[src/rtl/cmd_arb_pkg.sv]
package cmd_arb_pkg;
    typedef enum logic [1:0] {
        GS_IDLE = 2'd0,
        GS_OPEN = 2'd1,
        GS_HOLD = 2'd2
    } gnt_state_e;

    localparam int PORT_CNT = 2;
endpackage

[src/rtl/arb_grant_ctrl.sv]
module arb_grant_ctrl
    import cmd_arb_pkg::*;
#(
    parameter int CMD_W = 16,
    parameter int ID_W  = 8,
    parameter int OP_W  = 4,
    parameter logic [OP_W-1:0] SYNC_OP = 4'b0011
) (
    input  logic                clk,
    input  logic                rst_n,
    input  logic [PORT_CNT-1:0] req,
    input  logic [CMD_W-1:0]    cmd_word,
    input  logic                cmd_fire,
    input  logic                rsp_fire,
    input  logic [ID_W-1:0]     rsp_id,
    output logic                gnt_active,
    output logic                gnt_owner,
    output logic                gnt_open,
    output logic                gnt_hold
);
    typedef struct packed {
        gnt_state_e      st;
        logic            own;
        logic [ID_W-1:0] id;
    } ctl_t;

    ctl_t ctl_d, ctl_q;
    logic is_sync;

    always_comb begin
        is_sync = (cmd_word[CMD_W-1 -: OP_W] == SYNC_OP);
        ctl_d   = ctl_q;
        case (ctl_q.st)
            GS_IDLE: begin
                if (|req) begin
                    ctl_d.st  = GS_OPEN;
                    ctl_d.own = ~req[0];
                end
            end
            GS_OPEN: begin
                if (cmd_fire && is_sync) begin
                    ctl_d.st = GS_HOLD;
                    ctl_d.id = cmd_word[ID_W-1:0];
                end
            end
            GS_HOLD: begin
                if (rsp_fire && (rsp_id == ctl_q.id)) begin
                    ctl_d.st = GS_IDLE;
                end
            end
            default: ctl_d.st = GS_IDLE;
        endcase
    end

    always_ff @(posedge clk) begin
        if (!rst_n) begin
            ctl_q <= '{st: GS_IDLE, own: 1'b0, id: '0};
        end else begin
            ctl_q <= ctl_d;
        end
    end

    assign gnt_active = (ctl_q.st != GS_IDLE);
    assign gnt_open   = (ctl_q.st == GS_OPEN);
    assign gnt_hold   = (ctl_q.st == GS_HOLD);
    assign gnt_owner  = ctl_q.own;
endmodule

[src/rtl/arb_fwd_path.sv]
module arb_fwd_path
    import cmd_arb_pkg::*;
#(
    parameter int W = 8
) (
    input  logic                        en,
    input  logic                        sel,
    input  logic [PORT_CNT-1:0]         src_valid,
    input  logic [PORT_CNT-1:0][W-1:0]  src_data,
    output logic [PORT_CNT-1:0]         src_ready,
    output logic                        dst_valid,
    output logic [W-1:0]                dst_data,
    input  logic                        dst_ready
);
    assign dst_valid = en & src_valid[sel];
    assign dst_data  = src_data[sel];

    for (genvar i = 0; i < PORT_CNT; i++) begin : g_rdy
        assign src_ready[i] = en & (sel == i[0]) & dst_ready;
    end
endmodule

[src/rtl/arb_ret_path.sv]
module arb_ret_path
    import cmd_arb_pkg::*;
#(
    parameter int W = 8
) (
    input  logic                        en,
    input  logic                        sel,
    input  logic                        src_valid,
    input  logic [W-1:0]                src_data,
    output logic                        src_ready,
    output logic [PORT_CNT-1:0]         dst_valid,
    output logic [PORT_CNT-1:0][W-1:0]  dst_data,
    input  logic [PORT_CNT-1:0]         dst_ready
);
    assign src_ready = en & dst_ready[sel];

    for (genvar i = 0; i < PORT_CNT; i++) begin : g_out
        assign dst_valid[i] = en & (sel == i[0]) & src_valid;
        assign dst_data[i]  = src_data;
    end
endmodule

[src/rtl/cmd_stream_arbiter.sv]
module cmd_stream_arbiter
    import cmd_arb_pkg::*;
#(
    parameter int CMD_W  = 16,
    parameter int DATA_W = 8,
    parameter int ID_W   = 8,
    parameter int OP_W   = 4,
    parameter logic [OP_W-1:0] SYNC_OP = 4'b0011
) (
    input  logic              clk,
    input  logic              rst_n,
    input  logic              p0_cmd_valid,
    output logic              p0_cmd_ready,
    input  logic [CMD_W-1:0]  p0_cmd_data,
    input  logic              p0_tx_valid,
    output logic              p0_tx_ready,
    input  logic [DATA_W-1:0] p0_tx_data,
    output logic              p0_rx_valid,
    input  logic              p0_rx_ready,
    output logic [DATA_W-1:0] p0_rx_data,
    output logic              p0_sync_valid,
    input  logic              p0_sync_ready,
    output logic [ID_W-1:0]   p0_sync_data,
    input  logic              p1_cmd_valid,
    output logic              p1_cmd_ready,
    input  logic [CMD_W-1:0]  p1_cmd_data,
    input  logic              p1_tx_valid,
    output logic              p1_tx_ready,
    input  logic [DATA_W-1:0] p1_tx_data,
    output logic              p1_rx_valid,
    input  logic              p1_rx_ready,
    output logic [DATA_W-1:0] p1_rx_data,
    output logic              p1_sync_valid,
    input  logic              p1_sync_ready,
    output logic [ID_W-1:0]   p1_sync_data,
    output logic              m_cmd_valid,
    input  logic              m_cmd_ready,
    output logic [CMD_W-1:0]  m_cmd_data,
    output logic              m_tx_valid,
    input  logic              m_tx_ready,
    output logic [DATA_W-1:0] m_tx_data,
    input  logic              m_rx_valid,
    output logic              m_rx_ready,
    input  logic [DATA_W-1:0] m_rx_data,
    input  logic              m_sync_valid,
    output logic              m_sync_ready,
    input  logic [ID_W-1:0]   m_sync_data
);
    logic gnt_active, gnt_owner, gnt_open, gnt_hold;

    logic [PORT_CNT-1:0]              cmd_v, cmd_r, tx_v, tx_r;
    logic [PORT_CNT-1:0][CMD_W-1:0]   cmd_d;
    logic [PORT_CNT-1:0][DATA_W-1:0]  tx_d, rx_d;
    logic [PORT_CNT-1:0]              rx_v, rx_r, sy_v, sy_r;
    logic [PORT_CNT-1:0][ID_W-1:0]    sy_d;

    assign cmd_v = {p1_cmd_valid, p0_cmd_valid};
    assign cmd_d = {p1_cmd_data, p0_cmd_data};
    assign tx_v  = {p1_tx_valid, p0_tx_valid};
    assign tx_d  = {p1_tx_data, p0_tx_data};
    assign rx_r  = {p1_rx_ready, p0_rx_ready};
    assign sy_r  = {p1_sync_ready, p0_sync_ready};

    assign p0_cmd_ready  = cmd_r[0];
    assign p1_cmd_ready  = cmd_r[1];
    assign p0_tx_ready   = tx_r[0];
    assign p1_tx_ready   = tx_r[1];
    assign p0_rx_valid   = rx_v[0];
    assign p1_rx_valid   = rx_v[1];
    assign p0_rx_data    = rx_d[0];
    assign p1_rx_data    = rx_d[1];
    assign p0_sync_valid = sy_v[0];
    assign p1_sync_valid = sy_v[1];
    assign p0_sync_data  = sy_d[0];
    assign p1_sync_data  = sy_d[1];

    arb_grant_ctrl #(
        .CMD_W(CMD_W), .ID_W(ID_W), .OP_W(OP_W), .SYNC_OP(SYNC_OP)
    ) u_ctl (
        .clk        (clk),
        .rst_n      (rst_n),
        .req        (cmd_v),
        .cmd_word   (m_cmd_data),
        .cmd_fire   (m_cmd_valid & m_cmd_ready),
        .rsp_fire   (m_sync_valid & m_sync_ready),
        .rsp_id     (m_sync_data),
        .gnt_active (gnt_active),
        .gnt_owner  (gnt_owner),
        .gnt_open   (gnt_open),
        .gnt_hold   (gnt_hold)
    );

    arb_fwd_path #(.W(CMD_W)) u_cmd (
        .en(gnt_open), .sel(gnt_owner),
        .src_valid(cmd_v), .src_data(cmd_d), .src_ready(cmd_r),
        .dst_valid(m_cmd_valid), .dst_data(m_cmd_data), .dst_ready(m_cmd_ready)
    );

    arb_fwd_path #(.W(DATA_W)) u_tx (
        .en(gnt_active), .sel(gnt_owner),
        .src_valid(tx_v), .src_data(tx_d), .src_ready(tx_r),
        .dst_valid(m_tx_valid), .dst_data(m_tx_data), .dst_ready(m_tx_ready)
    );

    arb_ret_path #(.W(DATA_W)) u_rx (
        .en(gnt_active), .sel(gnt_owner),
        .src_valid(m_rx_valid), .src_data(m_rx_data), .src_ready(m_rx_ready),
        .dst_valid(rx_v), .dst_data(rx_d), .dst_ready(rx_r)
    );

    arb_ret_path #(.W(ID_W)) u_sync (
        .en(gnt_active), .sel(gnt_owner),
        .src_valid(m_sync_valid), .src_data(m_sync_data), .src_ready(m_sync_ready),
        .dst_valid(sy_v), .dst_data(sy_d), .dst_ready(sy_r)
    );
endmodule

[config.mk]
export PLATFORM = sky130hd
export DESIGN_NAME = cmd_stream_arbiter
export DESIGN_NICKNAME = d
export VERILOG_FILES = /design/src/rtl/cmd_arb_pkg.sv /design/src/rtl/arb_grant_ctrl.sv /design/src/rtl/arb_fwd_path.sv /design/src/rtl/arb_ret_path.sv /design/src/rtl/cmd_stream_arbiter.sv
export SDC_FILE = /design/constraint.sdc
export NUM_CORES = 1
export LEC_CHECK = 0
export CORE_UTILIZATION = 25
export CTS_BUF_LIST = sky130_fd_sc_hd__clkbuf_8
export DETAILED_ROUTE_END_ITERATION = 8
export PLACE_DENSITY = 0.8
export SYNTH_ARGS = -nofsm -noshare
export SYNTH_HDL_FRONTEND = slang
export SYNTH_SLANG_ARGS = --single-unit
[constraint.sdc]
create_clock -name clk -period 2.2 [get_ports clk]
set_input_delay 0.22 -clock clk [delete_from_list [all_inputs] [get_ports clk]]
set_output_delay 0.22 -clock clk [all_outputs]
set_load 0.02 [all_outputs]
==> summary.md <==
| Metric | Value |
|---|---|
| Detail-routed net length per standard cell | 12.69 um |
| Worst EP required | 1.98 ns |
| Net total in the final layout | 314 |
| Count of nets left with antenna violations after detail routing | 0 |
| Mean cell area of the mapped netlist | 8.585 um2 |
| Shortest clock period the worst path allows after layout | 2.113 ns |
| Worst Hold Depth | 0 |
| # Post-CTS Setup Buffers | 0 |
| Growth of design area from synthesis to finish | 89.88% |
| Non-filler cells, final | 302 |
| Clock insertion delay at the later pin of the skew report | 0.23 ns |
| Number of rows created at floorplan | 25 |
| Warning count from the yosys run | 0 |
| Crit path largest cell delay | 0.55 ns |
| Family of cells with the greatest summed delay on the critical path | buffers and inverters |
| Power density cells | 374.9 nW/um2 |
| Slew headroom | 0.7186 |
| Flop and latch count out of synthesis | 11 |
| Number of antenna repair diodes | 0 |
| First drt pass iteration count | 4 |
| Clock buffer count from CTS | 3 |
| Slowest CP cell | sky130_fd_sc_hd__clkdlybuf4s50_1 |
| Number of DRC markers after the initial detailed-route iteration | 48 |
| Initial antenna violation count | 0 |
| Depth of the worst register-to-register path | 4 |
| Core box area | 4755 um2 |
| Clock sink count | 11 |
| Total of max-cap violations | 0 |
| Endpoint class of the critical path | primary output |
| Cell chain of the critical path | buf_4 > mux2_2 > clkdlybuf4s50_1 |
| Maximum number of pins on one net before global-route repair | 24 |
| Share of the clock period used by the worst path after layout | 0.9607 |
| Largest fanout on the critical path | 12 |
| H-tree level count | 1 |
| Layout cell share with drive strength beyond 1 | 0.1617 |
| Via count of the first global-routing pass | 1366 |
| Share of synthesized flip-flops with an asynchronous set or reset | 0 |
| Number of synthesized flops with an enable pin | 0 |
| Worst Hold Path EP | p1_rx_data[6] |
| Worst VDD drop | 0.0002137 V |
| Setup repair after global routing missed its margin | false |
| WS Path Type | flip-flop to primary output |
| Count of cell instances traversed by the critical path | 3 |
| Worst-Margin Slew | 0.4221 ns |
| Met1 Wirelength | 1527 um |
| Cell Area, Placed | 2302 um2 |
| Count of boundary I/O pins | 146 |
| Setup-failing EPs final | 0 |
| CTS root buffer | sky130_fd_sc_hd__clkbuf_8 |
| Net Count, Synth | 222 |
| Detailed-route vias per instance | 4.533 |
| GRT Total Usage | 0.1417 |
| Die H | 72.32 um |
| CTS tree | done |
| Startpoint of the most critical register-to-register path | u_ctl.gnt_owner |
| Most common library cell in the layout ignoring fill and taps | sky130_fd_sc_hd__clkdlybuf4s50_1 |
| Minimum setup slack after placement | 0.2481 ns |
| Gpl congestion | 0.7432 |
| Prevailing post-synth register cell | sky130_fd_sc_hd__dfxtp_1 |
| Top layer reached by signal wires | met4 |
| Worst-case register-to-register setup slack | 0.47 ns |
| Synth area leader | sky130_fd_sc_hd__mux2_2 |
| Detailed-routed wire length on met3 | 344 um |
| Ranking of synthesized cells by area | sky130_fd_sc_hd__mux2_2 23%, sky130_fd_sc_hd__buf_4 19%, sky130_fd_sc_hd__dfxtp_1 18% |
| Number of input and output port buffers inserted | 121 |
| Count of cell types in the netlist | 31 |
| Wire length of the first global-routing pass | 6009 um |
| Routed via count | 1369 |
| Capture point of the worst reg-to-reg path | u_ctl.ctl_q[4] |
| Max Clk Rate | 0.4732 GHz |
| Hold path start | m_rx_data[6] |
| Post-layout worst setup margin | 0.08655 ns |
| Total wirelength of the detailed-routed design | 3833 um |
| Share of synthesized area occupied by flip-flops and latches | 0.1781 |
| Cell count after placement | 298 |
| Worst min-delay path class | input pin to primary output |
| Remaining Overflow, GRT | 0 |
| Post-route cell area | 2347 um2 |
| Clock Path Buffers | 2 |
| Leakage | 0.8506 nW |
| Launching element of the worst setup path | u_ctl.gnt_owner |
| Clock-pin slew on the worst setup and hold paths | 0.05 ns |
| Count of hold buffers inserted by post-cts repair | 0 |
| Buf/Inv on CP | 2 |
| Result of the run | finished clean |
| Sum of met2 wire segment lengths after detailed routing | 1934 um |
| Setup clock skew after layout | 0.0009626 ns |
| Number of endpoints with negative hold slack in the final report | 0 |
| Total count of max-transition violations in the final report | 0 |
| Remaining routing DRC violations | 0 |
| HPWL after detailed placement | 3238 um |
| Fraction of post-synthesis cell area in the top cell type by area | 0.2277 |
| Commonest non-fill, non-tap cells in the layout | 121 x sky130_fd_sc_hd__clkdlybuf4s50_1, 25 x sky130_fd_sc_hd__mux2_2, 17 x sky130_fd_sc_hd__nor3_1 |
| Initial cell density of the core | 0.2600 |
| Netlist Area Pre-Place | 1236 um2 |
| Startpoint type of the worst setup path | flip-flop |
| Resize count post-CTS | 0 |
| Die area | 5230 um2 |
| Gate count of the mapped netlist | 144 |
| Data arrival time of the critical path | 1.89 ns |
| Setup tns final | 0 ns |
| Horiz. Die Dim | 72.32 um |
## layout make-up
cell class / count / area, um2
clock inverters: 1 / 3.754
fillers: 471 / 2407
clock buffers: 3 / 41.29
inverters: 2 / 7.507
repair buffers: 126 / 1261
multi-input cells: 92 / 729.5
well taps: 67 / 83.83
flip-flops and latches: 11 / 220.2
## synthesized netlist by cell type (2+ instances only)
library cell                n
sky130_fd_sc_hd__nor3_1    17
sky130_fd_sc_hd__xor2_1     8
sky130_fd_sc_hd__nor2_1     5
sky130_fd_sc_hd__buf_2      4
sky130_fd_sc_hd__nor3b_1    3
sky130_fd_sc_hd__and3_1     5
sky130_fd_sc_hd__mux2i_1    3
sky130_fd_sc_hd__dfxtp_1   11
sky130_fd_sc_hd__clkbuf_1   2
sky130_fd_sc_hd__buf_4     32
sky130_fd_sc_hd__mux2_2    25
sky130_fd_sc_hd__nor4_1     2
sky130_fd_sc_hd__a21oi_1    9
## layer usage
layer,track usage,vias up
li1,-,660
met1,0.1615,622
met2,0.2700,82
met3,0.03472,5
met4,0.01961,0
met5,0,-
## where the power goes
| group | total (W) | internal, W | switching (W) | leakage [nW] |
|---|---|---|---|---|
| Combinational | 0.000471 | 0.000280 | 0.000192 | 0.735 |
| Clock | 0.000199 | 0.000123 | 0.0000765 | 0.0269 |
| Sequential | 0.000210 | 0.000203 | 0.00000625 | 0.0892 |
## through the flow
step	hold WS [ns]	total power (W)	util
CTS	0.4402	0.0008874	0.4937
global placement	0.4402	0.0006848	0.4842
detailed placement	0.4402	0.0006881	0.4842
floorplan	0.3166	0.0004696	-
finish	0.4400	0.0008801	0.4937
global route	0.4400	0.0009223	0.4937
## state kept, by name, summed over array words and instances (netlist names)
register         cells
u_ctl.ctl_q         10
u_ctl.gnt_owner      1
## how the worst max path moves through the flow
stage | endpoint | slack [ns]
6_report | m_tx_data[6] | 0.09
5_1_grt | m_tx_data[7] | 0.007
4_1_cts | m_tx_data[4] | 0.06
3_5_place_dp | m_cmd_valid | 0.25
3_3_place_gp | m_cmd_valid | 0.26
2_1_floorplan | m_cmd_data[12] | 0.59
## worst reg2reg max path, delay by kind of cell, from the launching register on
family | cells | cell delay, ns
simple gates | 3 | 0.89
flops | 1 | 0.39
compound gates | 1 | 0.34
## cells by family (layout without fill, tap and decap cells)
| logic type | count (synthesis) | in the layout | synth area share |
|---|---|---|---|
| AO/OA/AOI/OAI | 14 | 14 | 0.07895 |
| flip-flops | 11 | 11 | 0.1781 |
| multiplexers | 28 | 28 | 0.2520 |
| AND/OR/NAND/NOR | 42 | 42 | 0.2024 |
| buffers and inverters | 41 | 132 | 0.2318 |
| XOR/XNOR | 8 | 8 | 0.05668 |
Power figures use the tool's default switching activity.
